--- config.mk ---
export PLATFORM = sky130hd
export DESIGN_NAME = bidir_port_ctrl
export DESIGN_NICKNAME = d
export VERILOG_FILES = /design/src/rtl/bpc_pkg.sv /design/src/rtl/bpc_decode.sv /design/src/rtl/bpc_mbx_reg.sv /design/src/rtl/bpc_bus_mux.sv /design/src/rtl/bidir_port_ctrl.sv
export SDC_FILE = /design/constraint.sdc
export NUM_CORES = 1
export LEC_CHECK = 0
export ABC_CLOCK_PERIOD_IN_PS = 3000
export BUFFER_PORTS_ARGS = -buffer_cell sky130_fd_sc_hd__buf_4
export CORE_MARGIN = 10
export CORE_UTILIZATION = 48
export CTS_CLUSTER_DIAMETER = 100
export CTS_CLUSTER_SIZE = 20
export DETAILED_ROUTE_END_ITERATION = 8
export PLACE_DENSITY = 0.86
export SKIP_CTS_REPAIR_TIMING = 1
export SYNTH_ARGS = -nofsm -noshare
export SYNTH_HDL_FRONTEND = slang
export SYNTH_HIERARCHICAL = 1
export SYNTH_SLANG_ARGS = --single-unit
--- constraint.sdc ---
create_clock -name clk_i -period 3 [get_ports clk_i]
set_clock_uncertainty 0.2 [all_clocks]
set_input_delay 0.3 -clock clk_i [delete_from_list [all_inputs] [get_ports clk_i]]
set_output_delay 0.3 -clock clk_i [all_outputs]
set_load 0.01 [all_outputs]
--- src/rtl/bpc_pkg.sv ---
package bpc_pkg;
  typedef enum logic [2:0] {
    OP_NONE    = 3'd0,
    OP_FIFO_WR = 3'd1,
    OP_MBX_WR  = 3'd2,
    OP_FIFO_RD = 3'd3,
    OP_MBX_RD  = 3'd4
  } port_op_e;

  localparam int unsigned MBX_OUT = 0;
  localparam int unsigned MBX_IN  = 1;
  localparam int unsigned MBX_NUM = 2;
endpackage

--- src/rtl/bpc_decode.sv ---
module bpc_decode
  import bpc_pkg::*;
(
  input  logic     clk_i,
  input  logic     rst_ni,
  input  logic     cs_ni,
  input  logic     wr_rd_i,
  input  logic     en_i,
  input  logic     mbx_sel_i,
  output port_op_e op_o,
  output logic     oe_o
);
  always_comb begin
    op_o = OP_NONE;
    if (!cs_ni && en_i) begin
      unique case ({wr_rd_i, mbx_sel_i})
        2'b00:   op_o = OP_FIFO_WR;
        2'b01:   op_o = OP_MBX_WR;
        2'b10:   op_o = OP_FIFO_RD;
        default: op_o = OP_MBX_RD;
      endcase
    end
  end

  // tri-state control: no clocked term
  assign oe_o = !cs_ni && wr_rd_i;


  cs_idle_chk: assert property (@(posedge clk_i) disable iff (!rst_ni)
    cs_ni |-> (op_o == OP_NONE && !oe_o));

  en_idle_chk: assert property (@(posedge clk_i) disable iff (!rst_ni)
    !en_i |-> op_o == OP_NONE);
endmodule

--- src/rtl/bpc_mbx_reg.sv ---
module bpc_mbx_reg #(
  parameter int unsigned DATA_W = 36
) (
  input  logic              clk_i,
  input  logic              rst_ni,
  input  logic              wr_i,
  input  logic [DATA_W-1:0] wdata_i,
  input  logic              rd_i,
  output logic [DATA_W-1:0] data_o,
  output logic              full_no
);
  logic              full_q;
  logic [DATA_W-1:0] data_q;
  logic              load;

  // a write into a full mailbox is dropped
  assign load = wr_i && !full_q;

  always_ff @(posedge clk_i or negedge rst_ni) begin
    if (!rst_ni) begin
      full_q <= 1'b0;
      data_q <= '0;
    end else begin
      if (load) data_q <= wdata_i;
      if (full_q && rd_i) full_q <= 1'b0;
      else if (load)      full_q <= 1'b1;
    end
  end

  assign data_o  = data_q;
  assign full_no = !full_q;


  load_chk: assert property (@(posedge clk_i) disable iff (!rst_ni)
    (full_no && wr_i) |=> (!full_no && data_o == $past(wdata_i)));

  full_hold_chk: assert property (@(posedge clk_i) disable iff (!rst_ni)
    (!full_no && !rd_i) |=> ($stable(data_o) && !full_no));

  release_chk: assert property (@(posedge clk_i) disable iff (!rst_ni)
    (!full_no && rd_i) |=> full_no);
endmodule

--- src/rtl/bpc_bus_mux.sv ---
module bpc_bus_mux #(
  parameter int unsigned DATA_W = 36
) (
  input  logic              oe_i,
  input  logic              mbx_sel_i,
  input  logic [DATA_W-1:0] fifo_q_i,
  input  logic [DATA_W-1:0] mbx_q_i,
  output logic [DATA_W-1:0] bus_o
);
  always_comb begin
    bus_o = '0;
    if (oe_i) bus_o = mbx_sel_i ? mbx_q_i : fifo_q_i;
  end
endmodule

--- src/rtl/bidir_port_ctrl.sv ---
module bidir_port_ctrl
  import bpc_pkg::*;
#(
  parameter int unsigned DATA_W = 36
) (
  input  logic              clk_i,
  input  logic              rst_ni,
  input  logic              cs_ni,
  input  logic              wr_rd_i,
  input  logic              en_i,
  input  logic              mbx_sel_i,
  input  logic [DATA_W-1:0] data_i,
  output logic [DATA_W-1:0] data_o,
  output logic              data_oe_o,
  output logic              fifo_push_o,
  output logic [DATA_W-1:0] fifo_wdata_o,
  output logic              fifo_pop_o,
  input  logic [DATA_W-1:0] fifo_rdata_i,
  input  logic              far_mbx_rd_i,
  output logic [DATA_W-1:0] far_mbx_data_o,
  output logic              out_full_no,
  input  logic              far_mbx_wr_i,
  input  logic [DATA_W-1:0] far_mbx_wdata_i,
  output logic              in_full_no
);
  port_op_e          op;
  logic              oe;
  logic [MBX_NUM-1:0] mb_wr, mb_rd, mb_full_n;
  logic [DATA_W-1:0]  mb_wdata [MBX_NUM];
  logic [DATA_W-1:0]  mb_data  [MBX_NUM];

  bpc_decode u_decode (
    .clk_i    (clk_i),
    .rst_ni   (rst_ni),
    .cs_ni    (cs_ni),
    .wr_rd_i  (wr_rd_i),
    .en_i     (en_i),
    .mbx_sel_i(mbx_sel_i),
    .op_o     (op),
    .oe_o     (oe)
  );

  assign fifo_push_o  = (op == OP_FIFO_WR);
  assign fifo_pop_o   = (op == OP_FIFO_RD);
  assign fifo_wdata_o = data_i;

  // slot MBX_OUT: port writes, far side reads; slot MBX_IN: the reverse
  assign mb_wr[MBX_OUT]    = (op == OP_MBX_WR);
  assign mb_rd[MBX_OUT]    = far_mbx_rd_i;
  assign mb_wdata[MBX_OUT] = data_i;
  assign mb_wr[MBX_IN]     = far_mbx_wr_i;
  assign mb_rd[MBX_IN]     = (op == OP_MBX_RD);
  assign mb_wdata[MBX_IN]  = far_mbx_wdata_i;

  for (genvar g = 0; g < MBX_NUM; g++) begin : g_mbx
    bpc_mbx_reg #(.DATA_W(DATA_W)) u_mbx (
      .clk_i  (clk_i),
      .rst_ni (rst_ni),
      .wr_i   (mb_wr[g]),
      .wdata_i(mb_wdata[g]),
      .rd_i   (mb_rd[g]),
      .data_o (mb_data[g]),
      .full_no(mb_full_n[g])
    );
  end

  assign far_mbx_data_o = mb_data[MBX_OUT];
  assign out_full_no    = mb_full_n[MBX_OUT];
  assign in_full_no     = mb_full_n[MBX_IN];

  bpc_bus_mux #(.DATA_W(DATA_W)) u_mux (
    .oe_i     (oe),
    .mbx_sel_i(mbx_sel_i),
    .fifo_q_i (fifo_rdata_i),
    .mbx_q_i  (mb_data[MBX_IN]),
    .bus_o    (data_o)
  );
  assign data_oe_o = oe;


  op_onehot_chk: assert property (@(posedge clk_i) disable iff (!rst_ni)
    $onehot0({fifo_push_o, fifo_pop_o, mb_wr[MBX_OUT], mb_rd[MBX_IN]}));

  bus_src_chk: assert property (@(posedge clk_i) disable iff (!rst_ni)
    data_oe_o |-> (data_o == (mbx_sel_i ? mb_data[MBX_IN] : fifo_rdata_i)));

  wr_dir_chk: assert property (@(posedge clk_i) disable iff (!rst_ni)
    (!wr_rd_i) |-> !data_oe_o);
endmodule

# == Word-level counts from Yosys, hierarchy flattened ==
# Index checks and enable logic that the tools add are counted.
# totals
ff_bits,74
input_bits,116
out_inout_bits,113
# op_classes
eq_ne,6
n_mux,8
n_reduce_logical,12
# op_table
op,n
$mux W36,2
$pmux W3 S3,1
$eq A3 B2 Y1 const B,2
$logic_and A1 B1 Y1,6
$mux W1,4
$reduce_bool A2 Y1,2
$eq A3 B1 Y1 const B,1
$eq A3 B3 Y1 const B,1
$logic_not A1 Y1,3
$mux W3,1
$eq A2 B1 Y1 const B,1
$eq A2 B2 Y1 const B,1
$logic_not A2 Y1,1

# == Longest topological paths before layout ==
# Gate-level depths: netlist of run 1.
# logic_depth
word_depth,7
mapped_depth,9

# == Hierarchy ==
# Netlist of run 1, hierarchy kept.
# modules_own_cells
mod,n_inst,cells_per_inst,area_each_um2
bpc_mbx_reg,2,80,1510.2
bpc_bus_mux,1,79,668.1
bidir_port_ctrl,1,40,302.8
bpc_decode,1,10,87.6

# == Worst setup path before layout of run 1 ==
# No wires, ideal clock.
# synth_timing
path_type,input to register
from,input port wr_rd_i
to,register g_mbx[0].u_mbx.data_q[21]
arrival_ps,1718
stages,8
setup_slack_ps,957
path_buffers,2
path_cell_list,inv_1 > ha_1 > and3b_2 > nor3b_1 > nor2b_1 > buf_6 > buf_6 > mux2_4
# synth_between
elab_chain_cells,5
elab_cells_between_ends,7
classes_between,eq/ne: 3; mux: 2; reduce/logical: 2
# synth_rtl
item,line_no,source
"start, declared",bidir_port_ctrl.sv:9,"input logic wr_rd_i,"
"$eq A2 B2 Y1, or another cell as far along",bpc_decode.sv:16,"unique case ({wr_rd_i, mbx_sel_i})"
$pmux W3 S3 *,bpc_decode.sv:16,
$mux W3 *,bpc_decode.sv:15,if (!cs_ni && en_i) begin
via op[1],bidir_port_ctrl.sv:26,port_op_e op;
$eq A3 B2 Y1 *,bidir_port_ctrl.sv:48,assign mb_wr[MBX_OUT] = (op == OP_MBX_WR);
via mb_wr[0],bidir_port_ctrl.sv:28,"logic [MBX_NUM-1:0] mb_wr, mb_rd, mb_full_n;"
$logic_and A1 B1 Y1 *,bpc_mbx_reg.sv:17,assign load = wr_i && !full_q;
"end signal, assigned",bpc_mbx_reg.sv:24,if (load) data_q <= wdata_i;
"end, declared",bpc_mbx_reg.sv:13,logic [DATA_W-1:0] data_q;
# Mark *: on every way through the listed nets, which the timed path passes. The rest lies on a longest branch.
# A chain may end at the register's enable or synchronous reset.

# == Final worst setup path of run 1 ==
# layout_timing
from,input port mbx_sel_i
to,register g_mbx[0].u_mbx.data_q[30]
# layout_between
elab_chain_cells,5
elab_cells_between_ends,7
classes_between,eq/ne: 3; mux: 2; reduce/logical: 2
# layout_rtl
item,line_no,source
"start, declared",bidir_port_ctrl.sv:11,"input logic mbx_sel_i,"
"$eq A2 B2 Y1, or another cell as far along",bpc_decode.sv:16,
$pmux W3 S3 *,bpc_decode.sv:16,
$mux W3 *,bpc_decode.sv:15,
via op[1],bidir_port_ctrl.sv:26,
$eq A3 B2 Y1 *,bidir_port_ctrl.sv:48,
via mb_wr[0],bidir_port_ctrl.sv:28,
$logic_and A1 B1 Y1 *,bpc_mbx_reg.sv:17,
# Marked as above.

==> results.cfg, run 1 <==
[synth]
netlist_top_cells_area = dfrtp_1 (45%), mux2_4 (21%), mux2i_1 (8.8%)
synth_adder_area_share_pct = 0.920
syn-num-nets = 408
synthSimpleGateAreaFrac_pct = 7.67
synth_top_family_by_area = multiplexers
netlist.area_leader.share_pct = 45.4
ys_types = 17
synth_mux_area_share_pct = 34.0
synth_seq_cells = 74
syn-cell-area_um2 = 4080
yosysWarnings = 6
netlist_instances = 289
syn_avg_cell_area_um2 = 14.1
ys_seq_area_share_pct = 45.4
yosys.area.top_type = dfrtp_1
synth_xor_area_share_pct = 0
synth-compound-area-share_pct = 0.368

[global_routing]
met2_usage_pct = 31.7
gr-usage-met3_pct = 9.11
antenna_found_initial = 0
met1_usage_pct = 18.8
grt_start_max_net_pins = 75
grt_first_pass_wirelength_mm = 18.5
track_usage_pct = 18.1
grt_pass1_vias = 3419
grt.overflow.total = 0
grt.busiest_layer = met2

[min_path]
hold_start = data_i[9]
min_to = g_mbx[0].u_mbx/data_o[9]$_DFFE_PN0P_
min_path_type = in2reg
holdPathStages = 2

[detailed_routing]
final_antenna_net_count = 0
wire_per_inst_um = 20.7
via_count = 3189
post-route-drc-count = 0
routed_wl_mm = 13.4
drt_iter0_drc = 119
viasPerCell = 4.91
dr.pass1.iters = 4

[layout]
synthToLayoutAreaGrowth_pct = 55.9
final_area_um2 = 6360
drive_gt1_share_pct = 59.8
nFillCells = 505
layout.nets = 659
antenna_cells = 0
fin_cells = 650

[power_and_ir_drop]
power.switching_uw = 1230
pwr-share-clk_pct = 21.3
finalPower_uw = 4280
power.density_nw_per_um2 = 673
sw_frac_of_total_pct = 28.8
vdd_drop_max_v = 0.000534
pwr-share-comb_pct = 39.7
leakage_uw = 0.00323
power_frac_seq_pct = 38.9
p_int_uw = 3050

[clock_tree]
clk_path_buf_depth = 2
cts.sinks = 74
cts-htree-levels = 3
clk_latency_ps = 330
cts_inserted_buffers = 9
root_buffer = clkbuf_8
clk_pin_slew_ps = 80
cts_tree = done

[critical_path]
crit_required_ps = 3020
critPathCaptureType = register
ff2ff_setup_slack_ps = 1170
reg2reg_depth = 3
worstReg2RegEnd = g_mbx[1].u_mbx/data_o[0]$_DFFE_PN0P_
crit_start = mbx_sel_i
r2r_start = g_mbx[1].u_mbx/full_q$_DFFE_PN0P_
cp_max_fo = 37
worstPathArrival_ps = 2130
critPathKind = in2reg
crit_path_start_kind = primary input

[placement]
place.gp.congestion = 0.772
placed_area_um2 = 5540
dp_cells = 575
numPortBuffers = 228
dp_hpwl_mm = 9.37

[timing]
period_needed_ps = 2120
finalSetupTns_ps = 0
finalMaxSlewViolations = 0
worst_pin_slew_ps = 933
fmax_ghz = 0.473
relSlewSlack_pct = 37.8
finalSetupViolations = 0
rsz0062_at_grt = false
finalCritPeriodShare_pct = 70.5
hold_viol = 0

[floorplanning]
die_area_um2 = 12600
die_x_um = 112
std_cell_rows = 33
die_y_um = 112
io-pin-count = 229
core_um2 = 8260
initial_utilization_pct = 49.4

[job]
drv_cap = 0

[outcome]
outcome = complete, no violations
## power groups by stage
stage / Sequential [µW] / Combinational (µW) / Clock, µW
5_1_grt: 1720 / 1810 / 968
3_5_place_dp: 1670 / 1630 / 0
3_3_place_gp: 1650 / 1570 / 0
4_1_cts: 1660 / 1630 / 925
2_1_floorplan: 1670 / 966 / 0
6_report: 1670 / 1700 / 913
## metal layers
layer	vias to the layer above	share of wire, %
li1	1449	-
met1	1558	37
met2	160	52
met3	22	9.4
met4	0	2.0
met5	-	0
## worst max path at each step
stage / slack, ps / to / depth (start not counted)
after floorplan: 960 / g_mbx[0].u_mbx/data_o[21]$_DFFE_PN0P_ / 8
after global placement: 610 / g_mbx[0].u_mbx/data_o[30]$_DFFE_PN0P_ / 8
after detailed placement: 530 / g_mbx[0].u_mbx/data_o[30]$_DFFE_PN0P_ / 8
after CTS: 870 / fifo_push_o / 7
after global routing: 780 / g_mbx[0].u_mbx/data_o[34]$_DFFE_PN0P_ / 8
final: 880 / g_mbx[0].u_mbx/data_o[30]$_DFFE_PN0P_ / 8
## cell type report
| cell class | count | area (µm²) | share of cell area, % |
|---|---|---|---|
| clock buffer | 10 | 128 | 2.01 |
| tap | 105 | 131 | 2.07 |
| inverter | 4 | 15.0 | 0.236 |
| clock inverter | 6 | 105 | 1.65 |
| sequential | 74 | 1850 | 29.1 |
| multi-input combinational | 160 | 1770 | 27.9 |
| timing repair buffer | 291 | 2360 | 37.1 |
## cells in the mapped netlist
library cell / count
dfrtp_1: 74
mux2_4: 58
nor2b_1: 38
buf_4: 36
mux2i_1: 36
mux2_2: 14
buf_6: 5
buf_8: 4
inv_1: 4
and3b_2: 3
buf_12: 3
clkbuf_1: 3
ha_1: 3
nor3b_1: 3
nor2_1: 2
o21bai_1: 2
nor4b_2: 1
## stage by stage
step           hold slack [ps]  setup slack [ps]  utilization [%]
2_1_floorplan             -196               957                -
3_3_place_gp               280               611             67.0
3_5_place_dp               289               529             67.0
4_1_cts                  -72.9               867             69.9
5_1_grt                   1.11               776             77.0
6_report                  6.99               884             77.0
## critical path, stage by stage
cell and delay, ps:
buf_4 200, inv_1 90, ha_1 280, and3b_2 220
nor3b_1 190, nor2b_4 190, buf_12 270, mux2_2 380
## cells in the final DEF (no fill, tap or decap), drive strengths merged, types with 3 or more instances in the layout
cell / count
and3b: 3
buf: 232
bufinv: 3
clkbuf: 10
clkinv: 3
dfrtp: 74
dlygate4sd3: 59
ha: 3
inv: 4
mux2: 72
mux2i: 36
nor2b: 38
nor3b: 3
## cell families after synthesis
kind of cell    count (synthesis)
compound gates                  2
fa+ha+maj                       3
buf+inv                        55
flops                          74
mux                           108
simple gates                   47
## sequential cells by signal, summed over array words and instances (netlist names)
register            count
g_mbx.u_mbx/data_o     72
g_mbx.u_mbx/full_q      2
(Power assumes the default switching activity.)
==> inputs of run 2 (changes only) <==
--- a/config.mk
+++ b/config.mk
@@ -5,14 +5,14 @@
 export SDC_FILE = /design/constraint.sdc
 export NUM_CORES = 1
 export LEC_CHECK = 0
-export ABC_CLOCK_PERIOD_IN_PS = 3000
+export ABC_CLOCK_PERIOD_IN_PS = 2000
 export BUFFER_PORTS_ARGS = -buffer_cell sky130_fd_sc_hd__buf_4
 export CORE_MARGIN = 10
-export CORE_UTILIZATION = 48
+export CORE_UTILIZATION = 45
 export CTS_CLUSTER_DIAMETER = 100
 export CTS_CLUSTER_SIZE = 20
 export DETAILED_ROUTE_END_ITERATION = 8
-export PLACE_DENSITY = 0.86
+export PLACE_DENSITY = 0.81
 export SKIP_CTS_REPAIR_TIMING = 1
 export SYNTH_ARGS = -nofsm -noshare
 export SYNTH_HDL_FRONTEND = slang
==> constraint.sdc (replaced) <==
create_clock -name clk_i -period 2 [get_ports clk_i]
set_clock_uncertainty 0.2 [all_clocks]
set_input_delay 0.2 -clock clk_i [delete_from_list [all_inputs] [get_ports clk_i]]
set_output_delay 0.2 -clock clk_i [all_outputs]
set_load 0.01 [all_outputs]
==> run 2 against run 1 <==
Critical path depth shrank 2. Clock-buffer cell count grew 1. Critical path type is now in2out. Total power grew 49%.
==> results.cfg, run 2 (synthesis gave the netlist of run 1 again) <==
[outcome]
outcome = complete, no violations

[detailed_routing]
wire_per_inst_um = 20.0
routed_wl_mm = 13.5
final_antenna_net_count = 0
dr.pass1.iters = 3
post-route-drc-count = 0
via_count = 3198
viasPerCell = 4.75
drt_iter0_drc = 165

[floorplanning]
std_cell_rows = 34
die_y_um = 115
initial_utilization_pct = 46.5
die_x_um = 115
die_area_um2 = 13300
io-pin-count = 229
core_um2 = 8760

[min_path]
hold_start = far_mbx_wr_i
min_path_type = in2reg

[layout]
final_cell_mix = buf_4 (235), dfrtp_1 (74), dlygate4sd3_1 (74)
antenna_cells = 0
nFillCells = 558
final_common_cell = buf_4
multi_input_area_um2 = 1770
synthToLayoutAreaGrowth_pct = 61.0
fin_cells = 673
drive_gt1_share_pct = 58.8
final_area_um2 = 6570
seq_area_um2 = 1850
layout.nets = 680
largest_register_ffs = 72

[global_routing]
grt_pass1_vias = 3287
grt_start_max_net_pins = 40
antenna_found_initial = 0
track_usage_pct = 17.2
grt.overflow.total = 0
grt_first_pass_wirelength_mm = 18.1

[placement]
placed_area_um2 = 5600
numPortBuffers = 228
dp_cells = 584
place.gp.congestion = 0.786
dp_hpwl_mm = 9.51

[critical_path]
cp_max_fo = 4
crit_start = wr_rd_i
slowest_stage = nor4b_2
max_stage_delay_ps = 400
crit_path_start_kind = primary input
path_cells = buf_4 > ha_1 > buf_4 > nor4b_2 > nor3b_1 > buf_4
r2r_start = g_mbx[1].u_mbx/full_q$_DFFE_PN0P_
crit_required_ps = 1600
worstPathArrival_ps = 1500
crit_top_cell = buf_4
critPathCaptureType = primary output
critPathKind = in2out

[clock_tree]
root_buffer = clkbuf_8
cts.sinks = 74
clk_pin_slew_ps = 70
cts-htree-levels = 3
clk_path_buf_depth = 2
cts_inserted_buffers = 9
clk_latency_ps = 330
cts_tree = done

[timing]
hold_viol = 0
finalSetupViolations = 0
holdWs_ps = 126
finalCritPeriodShare_pct = 95.0
worst_pin_slew_ps = 544
period_needed_ps = 1900
finalMaxSlewViolations = 0
fmax_ghz = 0.526
relSlewSlack_pct = 63.7
rsz0062_at_grt = false
finalSetupTns_ps = 0

[power_and_ir_drop]
leakage_uw = 0.00331
power_frac_seq_pct = 39.2
pwr-share-clk_pct = 20.4
power.density_nw_per_um2 = 971
pwr-share-comb_pct = 40.4
power.switching_uw = 1830
sw_frac_of_total_pct = 28.8
p_int_uw = 4540
vdd_drop_max_v = 0.000567

[job]
drv_cap = 0
==> run 2: path summary, 6_finish.rpt <==
path                       depth (start not counted)                                     to  slack [ps]
hold reg to reg                                    1  g_mbx[1].u_mbx/data_o[30]$_DFFE_PN0P_         310
max in group asynchronous                          3   g_mbx[1].u_mbx/data_o[6]$_DFFE_PN0P_         780
setup / recovery                                   6                            fifo_push_o         100
setup reg to reg                                   3   g_mbx[1].u_mbx/data_o[0]$_DFFE_PN0P_         380
min in group asynchronous                          2   g_mbx[1].u_mbx/data_o[9]$_DFFE_PN0P_         210
hold / removal                                     3      g_mbx[1].u_mbx/full_q$_DFFE_PN0P_         130
==> run 2: power by group through the flow <==
stage	clock (µW)	combinational [µW]	sequential (µW)
global route	1400	2750	2580
floorplan	0	1450	2510
finish	1300	2580	2500
CTS	1340	2470	2500
global placement	0	2390	2480
detailed placement	0	2460	2500
==> run 2: metrics by stage <==
| step | util [%] | worst slack [ps] | power [µW] |
|---|---|---|---|
| 6_report | 74.9 | 100 | 6370 |
| 5_1_grt | 74.9 | 9.25 | 6730 |
| 4_1_cts | 66.5 | 104 | 6310 |
| 3_5_place_dp | 63.9 | -211 | 4970 |
| 3_3_place_gp | 63.9 | -122 | 4870 |
| 2_1_floorplan | - | 57.4 | 3960 |
==> run 2: area by class of cell <==
| cell class | instances | share of cell area (%) |
|---|---|---|
| multi-input cells | 160 | 27.0 |
| clock buffers | 11 | 2.31 |
| clock inverters | 4 | 1.14 |
| flip-flops and latches | 74 | 28.2 |
| repair buffers | 312 | 39.1 |
| inverters | 4 | 0.229 |
| well taps | 108 | 2.06 |
==> run 2: critical path, delay by kind of cell <==
family,cells,cell delay [ps]
buf+inv,3,420
simple gates,2,650
fa+ha+maj,1,220
==> run 2: metal layers <==
metal  track usage, %  vias to the layer above  wire, µm
met5                0                        -         0
met4             4.87                        0       187
met3             8.96                       12      1400
met2             28.6                      160      6960
met1             18.7                     1540      4940
li1                 -                     1486         -
==> inputs of run 3 (changes only) <==
--- a/config.mk
+++ b/config.mk
@@ -12,7 +12,9 @@
 export CTS_CLUSTER_DIAMETER = 100
 export CTS_CLUSTER_SIZE = 20
 export DETAILED_ROUTE_END_ITERATION = 8
+export MAX_ROUTING_LAYER = met4
 export PLACE_DENSITY = 0.81
+export RECOVER_POWER = 50
 export SKIP_CTS_REPAIR_TIMING = 1
 export SYNTH_ARGS = -nofsm -noshare
 export SYNTH_HDL_FRONTEND = slang
==> run 3 against run 2 <==
Utilization down 1.9 points. Flip-flop and latch count unchanged. Final cell count unchanged. Worst setup slack better by 11 ps. Non-clock buffer count unchanged. Largest power group is now registers. Critical path type unchanged. Critical endpoint unchanged. Highest routed layer unchanged.
==> results.cfg, run 3 (synthesis gave the netlist of run 1 again) <==
[outcome]
outcome = complete, no violations

[clock_tree]
clk_path_buf_depth = 2
cts-htree-levels = 3
cts.sinks = 74
cts_tree = done
clk_pin_slew_ps = 70
cts_inserted_buffers = 9
root_buffer = clkbuf_8
clk_latency_ps = 330

[critical_path]
cp_max_fo = 4
crit_path_start_kind = primary input
slowest_stage = nor4b_2
crit_top_cell = buf_4
max_stage_delay_ps = 390
worstPathArrival_ps = 1490
path_cells = buf_4 > ha_1 > buf_4 > nor4b_2 > nor3b_1 > buf_4
critPathTopFamily = simple AND/OR/NAND/NOR gates
crit_required_ps = 1600
critPathKind = in2out
critPathCaptureType = primary output
critical_path_buf_inv_count = 3

[timing]
setup_ws_ps = 111
finalMaxSlewViolations = 0
finalCritPeriodShare_pct = 94.4
finalSetupTns_ps = 0
hold_viol = 0
period_needed_ps = 1890
finalSetupViolations = 0
worst_pin_slew_ps = 1020
relSlewSlack_pct = 31.8
fmax_ghz = 0.529
rsz0062_at_grt = false

[detailed_routing]
viasPerCell = 4.79
via_count = 3221
final_antenna_net_count = 0
dr.pass1.iters = 4
post-route-drc-count = 0
routed_wl_mm = 13.5
drt_iter0_drc = 176
wire_per_inst_um = 20.0

[layout]
nFillCells = 614
drive_gt1_share_pct = 51.5
layout.nets = 680
final_cell_mix = buf_4 (182), dfrtp_1 (74), dlygate4sd3_1 (74)
synthToLayoutAreaGrowth_pct = 56.8
fin_cells = 673
fin_util_pct = 73.0
final_common_cell = buf_4
antenna_cells = 0
largest_register_ffs = 72

[power_and_ir_drop]
power.density_nw_per_um2 = 962
leakage_uw = 0.00316
finalPower_uw = 6150
vdd_drop_max_v = 0.000546

[placement]
place_ws_ps = -211
dp_hpwl_mm = 9.51
dp_cells = 584
numPortBuffers = 228
place.gp.congestion = 0.797

[floorplanning]
std_cell_rows = 34
io-pin-count = 229
core_um2 = 8760
die_area_um2 = 13300
die_x_um = 115
initial_utilization_pct = 46.5
die_y_um = 115

[global_routing]
track_usage_pct = 17.7
grt_start_max_net_pins = 40
grt_first_pass_wirelength_mm = 18.0
grt_pass1_vias = 3310
antenna_found_initial = 0
grt.overflow.total = 0

[job]
drv_cap = 0

[min_path]
min_path_type = in2reg
run 3: final timing paths:
| check | to | cells after the start | slack, ps | start |
|---|---|---|---|---|
| setup / recovery | fifo_push_o | 6 | 110 | wr_rd_i |
| hold / removal | g_mbx[1].u_mbx/full_q$_DFFE_PN0P_ | 4 | 210 | cs_ni |
| setup reg to reg | g_mbx[1].u_mbx/data_o[0]$_DFFE_PN0P_ | 3 | 120 | g_mbx[1].u_mbx/full_q$_DFFE_PN0P_ |
| hold reg to reg | g_mbx[0].u_mbx/data_o[32]$_DFFE_PN0P_ | 1 | 310 | g_mbx[0].u_mbx/data_o[32]$_DFFE_PN0P_ |
| max in group asynchronous | g_mbx[1].u_mbx/data_o[13]$_DFFE_PN0P_ | 3 | 310 | rst_ni |
| min in group asynchronous | g_mbx[1].u_mbx/data_o[9]$_DFFE_PN0P_ | 2 | 400 | rst_ni |
run 3: worst reg2reg max path: stages, from the launching register on:
cell,delay [ps]
dfrtp_1,390
nor2b_1,460
buf_12,320
mux2_2,400
run 3: area by class of cell:
| type | instances | area [µm²] | area share [%] |
|---|---|---|---|
| Timing Repair Buffer | 312 | 2400 | 37.6 |
| Sequential cell | 74 | 1850 | 29.0 |
| Multi-Input combinational cell | 160 | 1760 | 27.6 |
| Clock buffer | 11 | 151 | 2.37 |
| Tap cell | 108 | 135 | 2.11 |
| Clock inverter | 4 | 75.1 | 1.17 |
| Inverter | 4 | 15.0 | 0.235 |
run 3: where the power goes:
part	internal [µW]	total, µW	switching, µW
clock	764	1300	534
combinational	1460	2370	912
sequential	2110	2490	373
run 3: through the flow:
stage,hold WS [ps],instance area [µm²]
after floorplan,-296,4080
final,209,6400
after CTS,-351,5820
after detailed placement,17.8,5600
after global routing,231,6400
after global placement,0.754,5600
run 3: metal layers:
layer,track usage [%],up-vias,share of wire (%)
met2,28.6,165,52
li1,-,1487,-
met3,6.98,12,8.3
met1,19.9,1557,38
met4,4.87,0,1.4
met5,-,-,0
